File: config.mk
export PLATFORM = sky130hd
export DESIGN_NAME = dbuf_pwm
export DESIGN_NICKNAME = d
export VERILOG_FILES = /design/src/rtl/dbuf_pwm_pkg.sv /design/src/rtl/dbuf_pwm_regs.sv /design/src/rtl/dbuf_pwm_prescale.sv /design/src/rtl/dbuf_pwm_timebase.sv /design/src/rtl/dbuf_pwm_out.sv /design/src/rtl/dbuf_pwm.sv
export SDC_FILE = /design/constraint.sdc
export NUM_CORES = 1
export LEC_CHECK = 0
export BUFFER_PORTS_ARGS = -buffer_cell sky130_fd_sc_hd__buf_2
export CORE_MARGIN = 10
export CORE_UTILIZATION = 30
export CTS_BUF_LIST = sky130_fd_sc_hd__clkbuf_16
export DETAILED_ROUTE_END_ITERATION = 10
export PLACE_DENSITY = 0.54
export SLEW_MARGIN = 10
export SYNTH_ARGS = -nofsm -noshare
export SYNTH_HDL_FRONTEND = slang
export SYNTH_HIERARCHICAL = 1
export SYNTH_SLANG_ARGS = --single-unit
File: constraint.sdc
create_clock -name clk -period 3.6 [get_ports clk]
set_input_delay 0.72 -clock clk [delete_from_list [all_inputs] [get_ports clk]]
set_output_delay 0.72 -clock clk [all_outputs]
set_load 0.02 [all_outputs]
File: src/rtl/dbuf_pwm_pkg.sv
package dbuf_pwm_pkg;
    parameter int unsigned ADDR_W = 3;
    parameter int unsigned SEL_W  = 2;

    typedef enum logic [ADDR_W-1:0] {
        A_PERIOD  = 3'd0,
        A_DUTY_HI = 3'd1,
        A_DUTY_LO = 3'd2,
        A_CTRL    = 3'd3,
        A_SHAD_HI = 3'd4,
        A_SHAD_LO = 3'd5
    } reg_addr_e;

    localparam int unsigned CTRL_EN_BIT  = 0;
    localparam int unsigned CTRL_SEL_LSB = 1;
endpackage

File: src/rtl/dbuf_pwm_regs.sv
module dbuf_pwm_regs
    import dbuf_pwm_pkg::*;
#(
    parameter int unsigned TMR_W  = 8,
    parameter int unsigned FINE_W = 2
) (
    input  logic                     clk,
    input  logic                     rst_n,
    input  logic                     wr,
    input  logic [ADDR_W-1:0]        addr,
    input  logic [TMR_W-1:0]         wdata,
    input  logic [TMR_W+FINE_W-1:0]  shadow,
    output logic [TMR_W-1:0]         rdata,
    output logic [TMR_W-1:0]         period,
    output logic [TMR_W+FINE_W-1:0]  duty_pend,
    output logic                     en,
    output logic [SEL_W-1:0]         sel
);
    typedef struct packed {
        logic [TMR_W-1:0]  period;
        logic [TMR_W-1:0]  duty_hi;
        logic [FINE_W-1:0] duty_lo;
        logic              en;
        logic [SEL_W-1:0]  sel;
    } regs_t;

    regs_t r_d, r_q;

    always_comb begin
        r_d = r_q;
        if (wr) begin
            case (reg_addr_e'(addr))
                A_PERIOD:  r_d.period  = wdata;
                A_DUTY_HI: r_d.duty_hi = wdata;
                A_DUTY_LO: r_d.duty_lo = wdata[FINE_W-1:0];
                A_CTRL: begin
                    r_d.en  = wdata[CTRL_EN_BIT];
                    r_d.sel = wdata[CTRL_SEL_LSB +: SEL_W];
                end
                default: ;
            endcase
        end
    end

    always_comb begin
        rdata = '0;
        case (reg_addr_e'(addr))
            A_PERIOD:  rdata = r_q.period;
            A_DUTY_HI: rdata = r_q.duty_hi;
            A_DUTY_LO: rdata[FINE_W-1:0] = r_q.duty_lo;
            A_CTRL: begin
                rdata[CTRL_EN_BIT]            = r_q.en;
                rdata[CTRL_SEL_LSB +: SEL_W]  = r_q.sel;
            end
            A_SHAD_HI: rdata = shadow[TMR_W+FINE_W-1:FINE_W];
            A_SHAD_LO: rdata[FINE_W-1:0] = shadow[FINE_W-1:0];
            default:   rdata = '0;
        endcase
    end

    always_ff @(posedge clk) begin
        if (!rst_n) r_q <= '0;
        else        r_q <= r_d;
    end

    assign period    = r_q.period;
    assign duty_pend = {r_q.duty_hi, r_q.duty_lo};
    assign en        = r_q.en;
    assign sel       = r_q.sel;
endmodule

File: src/rtl/dbuf_pwm_prescale.sv
module dbuf_pwm_prescale
    import dbuf_pwm_pkg::*;
#(
    parameter int unsigned PS_W = 4
) (
    input  logic             clk,
    input  logic             rst_n,
    input  logic             en,
    input  logic [SEL_W-1:0] sel,
    output logic             tick
);
    typedef struct packed {
        logic [PS_W-1:0]  cnt;
        logic [SEL_W-1:0] sel_prev;
    } ps_t;

    ps_t p_d, p_q;
    logic [PS_W-1:0] div_m1;

    always_comb begin
        case (sel)
            2'd0:    div_m1 = '0;
            2'd1:    div_m1 = PS_W'(3);
            default: div_m1 = PS_W'(15);
        endcase
    end

    always_comb begin
        p_d          = p_q;
        p_d.sel_prev = sel;
        tick         = 1'b0;
        if (!en || sel != p_q.sel_prev) begin
            p_d.cnt = '0;
        end else if (p_q.cnt == div_m1) begin
            p_d.cnt = '0;
            tick    = 1'b1;
        end else begin
            p_d.cnt = p_q.cnt + 1'b1;
        end
    end

    always_ff @(posedge clk) begin
        if (!rst_n) p_q <= '0;
        else        p_q <= p_d;
    end
endmodule

File: src/rtl/dbuf_pwm_timebase.sv
module dbuf_pwm_timebase #(
    parameter int unsigned TMR_W  = 8,
    parameter int unsigned FINE_W = 2,
    localparam int unsigned CNT_W = TMR_W + FINE_W
) (
    input  logic             clk,
    input  logic             rst_n,
    input  logic             en,
    input  logic             tick,
    input  logic [TMR_W-1:0] period,
    output logic [CNT_W-1:0] cnt_next,
    output logic             rollover
);
    logic [CNT_W-1:0] cnt_d, cnt_q;

    always_comb begin
        cnt_d    = cnt_q;
        rollover = 1'b0;
        if (!en) begin
            cnt_d = '0;
        end else if (tick) begin
            if (cnt_q == {period, {FINE_W{1'b1}}}) begin
                cnt_d    = '0;
                rollover = 1'b1;
            end else begin
                cnt_d = cnt_q + 1'b1;
            end
        end
        cnt_next = cnt_d;
    end

    always_ff @(posedge clk) begin
        if (!rst_n) cnt_q <= '0;
        else        cnt_q <= cnt_d;
    end
endmodule

File: src/rtl/dbuf_pwm_out.sv
module dbuf_pwm_out #(
    parameter int unsigned DUTY_W = 10
) (
    input  logic              clk,
    input  logic              rst_n,
    input  logic              en,
    input  logic              step,
    input  logic              rollover,
    input  logic [DUTY_W-1:0] cnt_next,
    input  logic [DUTY_W-1:0] duty_pend,
    output logic [DUTY_W-1:0] shadow,
    output logic              pwm,
    output logic              strobe
);
    typedef struct packed {
        logic              pwm;
        logic              strobe;
        logic [DUTY_W-1:0] shadow;
    } out_t;

    out_t o_d, o_q;

    always_comb begin
        o_d        = o_q;
        o_d.strobe = 1'b0;
        if (!en) begin
            o_d.pwm = 1'b0;
        end else if (rollover) begin
            o_d.shadow = duty_pend;
            o_d.pwm    = (duty_pend != '0);
            o_d.strobe = 1'b1;
        end else if (step && cnt_next == o_q.shadow) begin
            o_d.pwm = 1'b0;
        end
    end

    always_ff @(posedge clk) begin
        if (!rst_n) o_q <= '0;
        else        o_q <= o_d;
    end

    assign shadow = o_q.shadow;
    assign pwm    = o_q.pwm;
    assign strobe = o_q.strobe;
endmodule

File: src/rtl/dbuf_pwm.sv
module dbuf_pwm
    import dbuf_pwm_pkg::*;
#(
    parameter int unsigned TMR_W  = 8,
    parameter int unsigned FINE_W = 2,
    parameter int unsigned PS_W   = 4,
    localparam int unsigned DUTY_W = TMR_W + FINE_W
) (
    input  logic              clk,
    input  logic              rst_n,
    input  logic              bus_wr,
    input  logic [ADDR_W-1:0] bus_addr,
    input  logic [TMR_W-1:0]  bus_wdata,
    output logic [TMR_W-1:0]  bus_rdata,
    output logic              pwm_o,
    output logic              period_strobe_o
);
    logic [TMR_W-1:0]  period;
    logic [DUTY_W-1:0] duty_pend;
    logic [DUTY_W-1:0] shadow;
    logic [DUTY_W-1:0] cnt_next;
    logic [SEL_W-1:0]  sel;
    logic              ctl_en;
    logic              tick;
    logic              rollover;

    dbuf_pwm_regs #(.TMR_W(TMR_W), .FINE_W(FINE_W)) regs_i (
        .clk(clk), .rst_n(rst_n), .wr(bus_wr), .addr(bus_addr),
        .wdata(bus_wdata), .shadow(shadow), .rdata(bus_rdata),
        .period(period), .duty_pend(duty_pend), .en(ctl_en), .sel(sel)
    );

    dbuf_pwm_prescale #(.PS_W(PS_W)) ps_i (
        .clk(clk), .rst_n(rst_n), .en(ctl_en), .sel(sel), .tick(tick)
    );

    dbuf_pwm_timebase #(.TMR_W(TMR_W), .FINE_W(FINE_W)) tb_i (
        .clk(clk), .rst_n(rst_n), .en(ctl_en), .tick(tick),
        .period(period), .cnt_next(cnt_next), .rollover(rollover)
    );

    dbuf_pwm_out #(.DUTY_W(DUTY_W)) out_i (
        .clk(clk), .rst_n(rst_n), .en(ctl_en), .step(tick),
        .rollover(rollover), .cnt_next(cnt_next), .duty_pend(duty_pend),
        .shadow(shadow), .pwm(pwm_o), .strobe(period_strobe_o)
    );
endmodule

Yosys cells after proc, flatten, opt, wreduce, memory -nomap -nowiden --
Index checks and enable logic that the tools add are counted.
Word-level totals: output and inout port bits 10, word-level logic and storage cells 53, bits in registers 49, input bits 14
Operators by class: reductions and logical operators 14, add/subtract/negate cells 2, mux-type cells 15, equal/unequal tests 10, bitwise operators 1
Operator list (number):
- two-way mux 10 bit | 3
- equality test 10 bit | 2
- one-hot mux 5 bit (3 select lines) | 1
- one-hot mux 2 bit (6 select lines) | 1
- AND reduction 2 bit | 6
- two-way mux 11 bit | 1
- adder 10 x 1 -> 10 bit (second input constant) | 1
- nonzero test 10 bit | 1
- one-hot mux 4 bit (2 select lines) | 1
- two-way mux 1 bit | 7
- equality test 3 x 2 -> 1 bit (second input constant) | 2
- equality test 3 bit (second input constant) | 2
- adder 4 x 1 -> 4 bit (second input constant) | 1
- equality test 4 bit | 1
- one-hot mux 1 bit (4 select lines) | 1
- equality test 3 x 1 -> 1 bit (second input constant) | 1
- logical NOT 3 bit | 1
- OR reduction 3 bit | 1
- equality test 2 x 1 -> 1 bit (second input constant) | 1
- logical NOT 2 bit | 1
- inequality test 2 bit | 1
- nonzero test 2 bit | 1
- logical AND 1 bit | 1
- logical NOT 1 bit | 1
- other kinds (2) | 2

Depth between registers and ports, before layout --
depth after elaboration 11, mapped depth 11, mapped depth without buffers 11

By module --
Netlist, hierarchy kept.
Modules (own cells, without submodules):
- dbuf_pwm_regs | sequential area each 420.4 um^2, area each 1158.6 um^2, instances 1, cells an instance 126
- dbuf_pwm_timebase | sequential area each 200.2 um^2, area each 585.6 um^2, instances 1, cells an instance 66
- dbuf_pwm_out | sequential area each 240.2 um^2, area each 573.0 um^2, instances 1, cells an instance 66
- dbuf_pwm_prescale | sequential area each 120.1 um^2, area each 282.8 um^2, instances 1, cells an instance 29

Worst setup path after synthesis --
OpenSTA, ideal clock, no wires.
path kind register to register, start reg ps_i/p_q[2] (netlist name), end reg out_i.o_q, in the netlist out_i/pwm, setup time 0.127 ns, period minus slack after synthesis 2.744 ns, stages on the path, launching flop included 11, arrival time 2.617 ns, path buffers 0, slack 0.856 ns, data required time 3.473 ns, cell sequence dfxtp_1 or4_1 nor3_2 o2111a_1 nand3_1 o31ai_4 nor2_1 xnor2_1 nand4_1 nor3_1 o21ai_1
Between the ends: longest elaborated chain between the ends 8, elaborated cells on any way between the ends 11, those cells by class eq/ne: 2; mux: 7; reduce/logical: 2
Ends and longest elaborated chain:
- start: declaration | line dbuf_pwm_prescale.sv:17 | ps_t p_d, p_q;
- start signal: assignment | line dbuf_pwm_prescale.sv:44 | else p_q <= p_d;
- equality test 4 bit | line dbuf_pwm_prescale.sv:34 | end else if (p_q.cnt == div_m1) begin
- two-way mux 1 bit | line dbuf_pwm_prescale.sv:34
- two-way mux 1 bit | line dbuf_pwm_prescale.sv:32 | if (!en || sel != p_q.sel_prev) begin
- via tick | line dbuf_pwm.sv:24 | logic tick;
- two-way mux 10 bit | line dbuf_pwm_timebase.sv:21 | end else if (tick) begin
- two-way mux 10 bit | line dbuf_pwm_timebase.sv:19 | if (!en) begin
- via cnt_next[5] | line dbuf_pwm.sv:21 | logic [DUTY_W-1:0] cnt_next;
- equality test 10 bit | line dbuf_pwm_out.sv:32 | end else if (step && cnt_next == o_q.shadow) begin
- logical AND 1 bit | line dbuf_pwm_out.sv:32
- nonzero test 2 bit (no line)
- end signal: assignment | line dbuf_pwm_out.sv:38 | if (!rst_n) o_q <= '0;
- end signal: assignment | line dbuf_pwm_out.sv:39 | else o_q <= o_d;
- end: declaration | line dbuf_pwm_out.sv:21 | out_t o_d, o_q;
The timed path passes the listed nets, and every way through them passes these cells. A chain may end at the register's enable or synchronous reset.

Final worst setup path --
start reg regs_i.r_q, in the netlist regs_i/sel[0], end reg out_i.o_q, in the netlist out_i/pwm
Between the ends: longest elaborated chain between the ends 10, elaborated cells on any way between the ends 16, those cells by class eq/ne: 4; mux: 8; reduce/logical: 4
Ends and longest elaborated chain:
- start: declaration | line dbuf_pwm_regs.sv:27 | regs_t r_d, r_q;
- start signal: assignment | line dbuf_pwm_regs.sv:63 | else r_q <= r_d;
- equality test 2 x 1 -> 1 bit or logical NOT 2 bit (tied branches) | line dbuf_pwm_prescale.sv:21 | case (sel)
- one-hot mux 4 bit (2 select lines) | line dbuf_pwm_prescale.sv:21
- equality test 4 bit | line dbuf_pwm_prescale.sv:34
- two-way mux 1 bit | line dbuf_pwm_prescale.sv:34
- two-way mux 1 bit (*) | line dbuf_pwm_prescale.sv:32
- via tick | line dbuf_pwm.sv:24
- two-way mux 10 bit (*) | line dbuf_pwm_timebase.sv:21
- two-way mux 10 bit (*) | line dbuf_pwm_timebase.sv:19
- via cnt_next[9] | line dbuf_pwm.sv:21
- equality test 10 bit (*) | line dbuf_pwm_out.sv:32
- logical AND 1 bit (*) | line dbuf_pwm_out.sv:32
- nonzero test 2 bit (no line) (*)
The timed path passes the listed nets; every way through them passes the cells marked *.

==> results.tsv <==
stage	metric	value	unit
critical_path	category of the worst setup path capture point	register	
timing	clock tree skew after final layout	8.06	ps
critical_path	setup slack of the most critical reg-to-reg path	530	ps
logic_synthesis	commonest cells in the synthesized netlist	56 x nand2_1, 49 x dfxtp_1, 22 x xnor2_1	
status	outcome	finished, final reports clean	
finish	layout filler cell count	876	
power_and_ir_drop	Power Density	393	mW/mm^2
timing	final hold vios	0	
finish	area of the multi-input gates	0.00153	mm^2
logic_synthesis	share of the yosys chip area belonging to registers	0.377	
placement	HPWL after detailed placement	4590	um
routing	DRC marker count from the first detailed-route iteration	166	
timing	setup repair after global routing missed its margin	false	
floorplan	initial core utilization	0.312	
clocking	Root Buffer	clkbuf_16	
timing	Min Clock Period, post-route	3070	ps
finish	non-filler instance count after layout	413	
min_path	Hold Path Origin	regs_i/period[0]$_SDFFE_PN0P_	
clocking	CTS tree	built	
logic_synthesis	Main synth FF type	dfxtp_1	
logic_synthesis	post-synthesis cell type with the largest combined area	dfxtp_1	
floorplan	number of I/O pins	24	
logic_synthesis	Syn Inst Count	287	
timing	headroom to the max-slew limit	0.591	
critical_path	length in cells of the worst reg-to-reg path	10	
critical_path	standard cell with the maximum stage delay on the critical path	o31ai_4	
floorplan	floorplan die area	0.0128	mm^2
routing	count of vias placed by the detailed router	1968	
timing	max-slew violation count	0	
finish	number of diodes added for antenna fixing	0	
critical_path	required time of the critical path	3760	ps
power_and_ir_drop	highest ir drop seen on vdd	0.220	mV
clocking	clock sink count	49	
global_route	largest net degree at the start of global routing	40	
critical_path	delay contributed by the slowest stage of the critical path	490	ps
global_route	GRT Residual Overflow	0	
critical_path	signal arrival time at the worst endpoint	3240	ps
logic_synthesis	count of distinct cell types in the synthesized netlist	45	
critical_path	RR Endpoint	out_i/pwm$_SDFFE_PN0P_	
placement	final estimated routing congestion in global placement	0.806	
clocking	hold bufs inserted after CTS	0	
global_route	vias in the first global route	1955	
logic_synthesis	synthesized area per cell	9.06	um^2
routing	average via count per standard cell	4.77	
clocking	maximum clock insertion buffer count	2	
min_path	Hold Path Class	reg2reg	
timing	final setup violation count	0	
timing	Worst Tran Pin Value	614	ps
logic_synthesis	dominant cells by area after synthesis	dfxtp_1 38%, nand2_1 8.1%, xnor2_1 7.4%	
global_route	global-route wire length before repair	9800	um
routing	Pre-antenna DRT Iters	4	
clocking	clock transition at the register clock pins on the worst setup and hold paths after CTS	60	ps
floorplan	CORE AREA	0.00834	mm^2
logic_synthesis	Yosys warning count	6	
routing	routed wirelength normalized by instance count	14.5	um
routing	count of nets left with antenna violations after detail routing	0	
floorplan	chip width	113	um
min_path	end point of the worst hold path	regs_i/period[0]$_SDFFE_PN0P_	
logic_synthesis	Net Count, Synth	303	
critical_path	launch point of the worst reg-to-reg path	regs_i/sel[0]$_SDFFE_PN0P_	
routing	aggregate routed wire length	5990	um
finish	layout overhead on the synthesized area	13.5	%
placement	quantity of I/O buffers inserted on ports	23	
timing	part of the cycle the worst path needs	0.854	
global_route	gr usage total	0.0926	
critical_path	largest fanout on the critical path	10	
clocking	PostCTS Resize Cnt	0	
floorplan	Die Height	113	um
critical_path	class of the most critical setup path	reg2reg	
clocking	level count of the clock H-tree	2	
logic_synthesis	cell area after synthesis	0.00260	mm^2
clocking	worst skew pair latency	290	ps
min_path	depth of the worst hold-timing path	2	
run	max capacitance violation total	0	
clocking	number of setup buffers added after CTS	0	
timing	Fin Setup TNS	0	ps
timing	maximum frequency from static timing analysis	325	MHz
finish	layout cells sized above 1	0.169	
clocking	Num CTS Buffers	5	
finish	Seq. cell area	981	um^2
logic_synthesis	cell with the most instances after synthesis	nand2_1	
power_and_ir_drop	Leak Pwr	0.00100	uW
global_route	antenna violations before repair	0	
logic_synthesis	synthesized flop and latch total	49	
floorplan	Placement Rows	33	
routing	post-detailed-route DRC marker count	0	
logic_synthesis	share of the synthesized area in the top cell type	0.377	
critical_path	worst-path cell chain	or4b_1 -> a21oi_2 -> o2111a_1 -> nand3_1 -> o31ai_4 -> nor2_1 -> xnor2_1 -> nand4_1 -> nor3_1 -> o21ai_1	
placement	placed cell count	405	
logic_synthesis	share of flip-flops with an asynchronous set or reset after synthesis	0	
critical_path	crit start category	register	
finish	net total in the final layout	323	
logic_synthesis	Post-synth EDFFs	0	
[per-layer routing]
| metal | track usage | share of wire | routed length [um] | vias up |
|---|---|---|---|---|
| met5 | 0 | 0 | 0 | - |
| met1 | 0.118 | 0.51 | 3080 | 894 |
| met4 | 0.0381 | 0.019 | 116 | 0 |
| li1 | - | - | - | 1038 |
| met3 | 0.0206 | 0.031 | 185 | 9 |
| met2 | 0.146 | 0.44 | 2610 | 27 |
[power by group]
part | switching, uW | internal, uW
Combinational | 41.7 | 29.9
Clock | 207 | 329
Sequential | 6.50 | 547
Total | 255 | 906
[flip-flops by register name, summed over array words and instances, names as in the netlist]
name and count:
regs_i/period 8, out_i/shadow 10, regs_i/en 1, regs_i/sel 2
out_i/pwm 1, out_i/strobe 1, ps_i/p_q 6, tb_i/cnt_q 10
regs_i/duty_pend 10
[metrics by stage]
step	instance area [um^2]	setup WS, ps	hold slack (ps)	power [uW]	util
finish	2950	527	482	1160	0.354
global route	2950	205	508	1210	0.354
CTS	2950	491	490	1180	0.354
detailed placement	2780	506	480	638	0.333
global placement	2780	578	483	638	0.333
floorplan	2600	856	450	617	-
[placed cells by master, fill, tap and decap left out, drive strengths merged, types with 9 or more instances in the layout]
cell / count
xnor2: 22
xor2: 9
nand3: 11
buf: 24
mux2i: 17
nand2: 56
a21boi: 18
dfxtp: 49
nor2: 21
nor2b: 15
[worst max path at each step]
| stage | end | slack (ps) | cells past startpoint | from |
|---|---|---|---|---|
| after floorplan | out_i/pwm$_SDFFE_PN0P_ | 860 | 10 | ps_i/p_q[2]$_SDFF_PP0_ |
| after global placement | out_i/pwm$_SDFFE_PN0P_ | 580 | 10 | ps_i/p_q[2]$_SDFF_PP0_ |
| after detailed placement | out_i/pwm$_SDFFE_PN0P_ | 510 | 10 | ps_i/p_q[2]$_SDFF_PP0_ |
| after CTS | out_i/pwm$_SDFFE_PN0P_ | 490 | 10 | ps_i/p_q[2]$_SDFF_PP0_ |
| after global routing | out_i/shadow[1]$_SDFFE_PN0P_ | 200 | 8 | ps_i/p_q[2]$_SDFF_PP0_ |
| final | out_i/pwm$_SDFFE_PN0P_ | 530 | 10 | regs_i/sel[0]$_SDFFE_PN0P_ |
[logic make-up (layout without fill, tap and decap cells)]
logic type      Yosys count  in the layout  share of synthesized area
xor+xnor                 31             31                      0.104
simple gates            132            132                      0.264
mux                      25             25                      0.100
buf+inv                  14             35                     0.0327
fa+ha+maj                 2              2                    0.00962
flops                    49             49                      0.377
compound gates           34             34                      0.112
[worst max-delay path, delay by kind of cell, from the launching register on]
kind,cells,cell delay [ps]
flip-flops,1,440
XOR/XNOR,1,190
AO/OA/AOI/OAI,4,1130
AND/OR/NAND/NOR,5,1170
[cell type report]
cell class	instances	share of cell area
Timing Repair Buffer	24	0.0415
Multi-Input combinational cell	224	0.520
Tap cell	105	0.0445
Sequential cell	49	0.332
Clock inverter	3	0.0157
Inverter	3	0.00382
Clock buffer	5	0.0424
No activity file was read; power rests on OpenSTA's default activity.
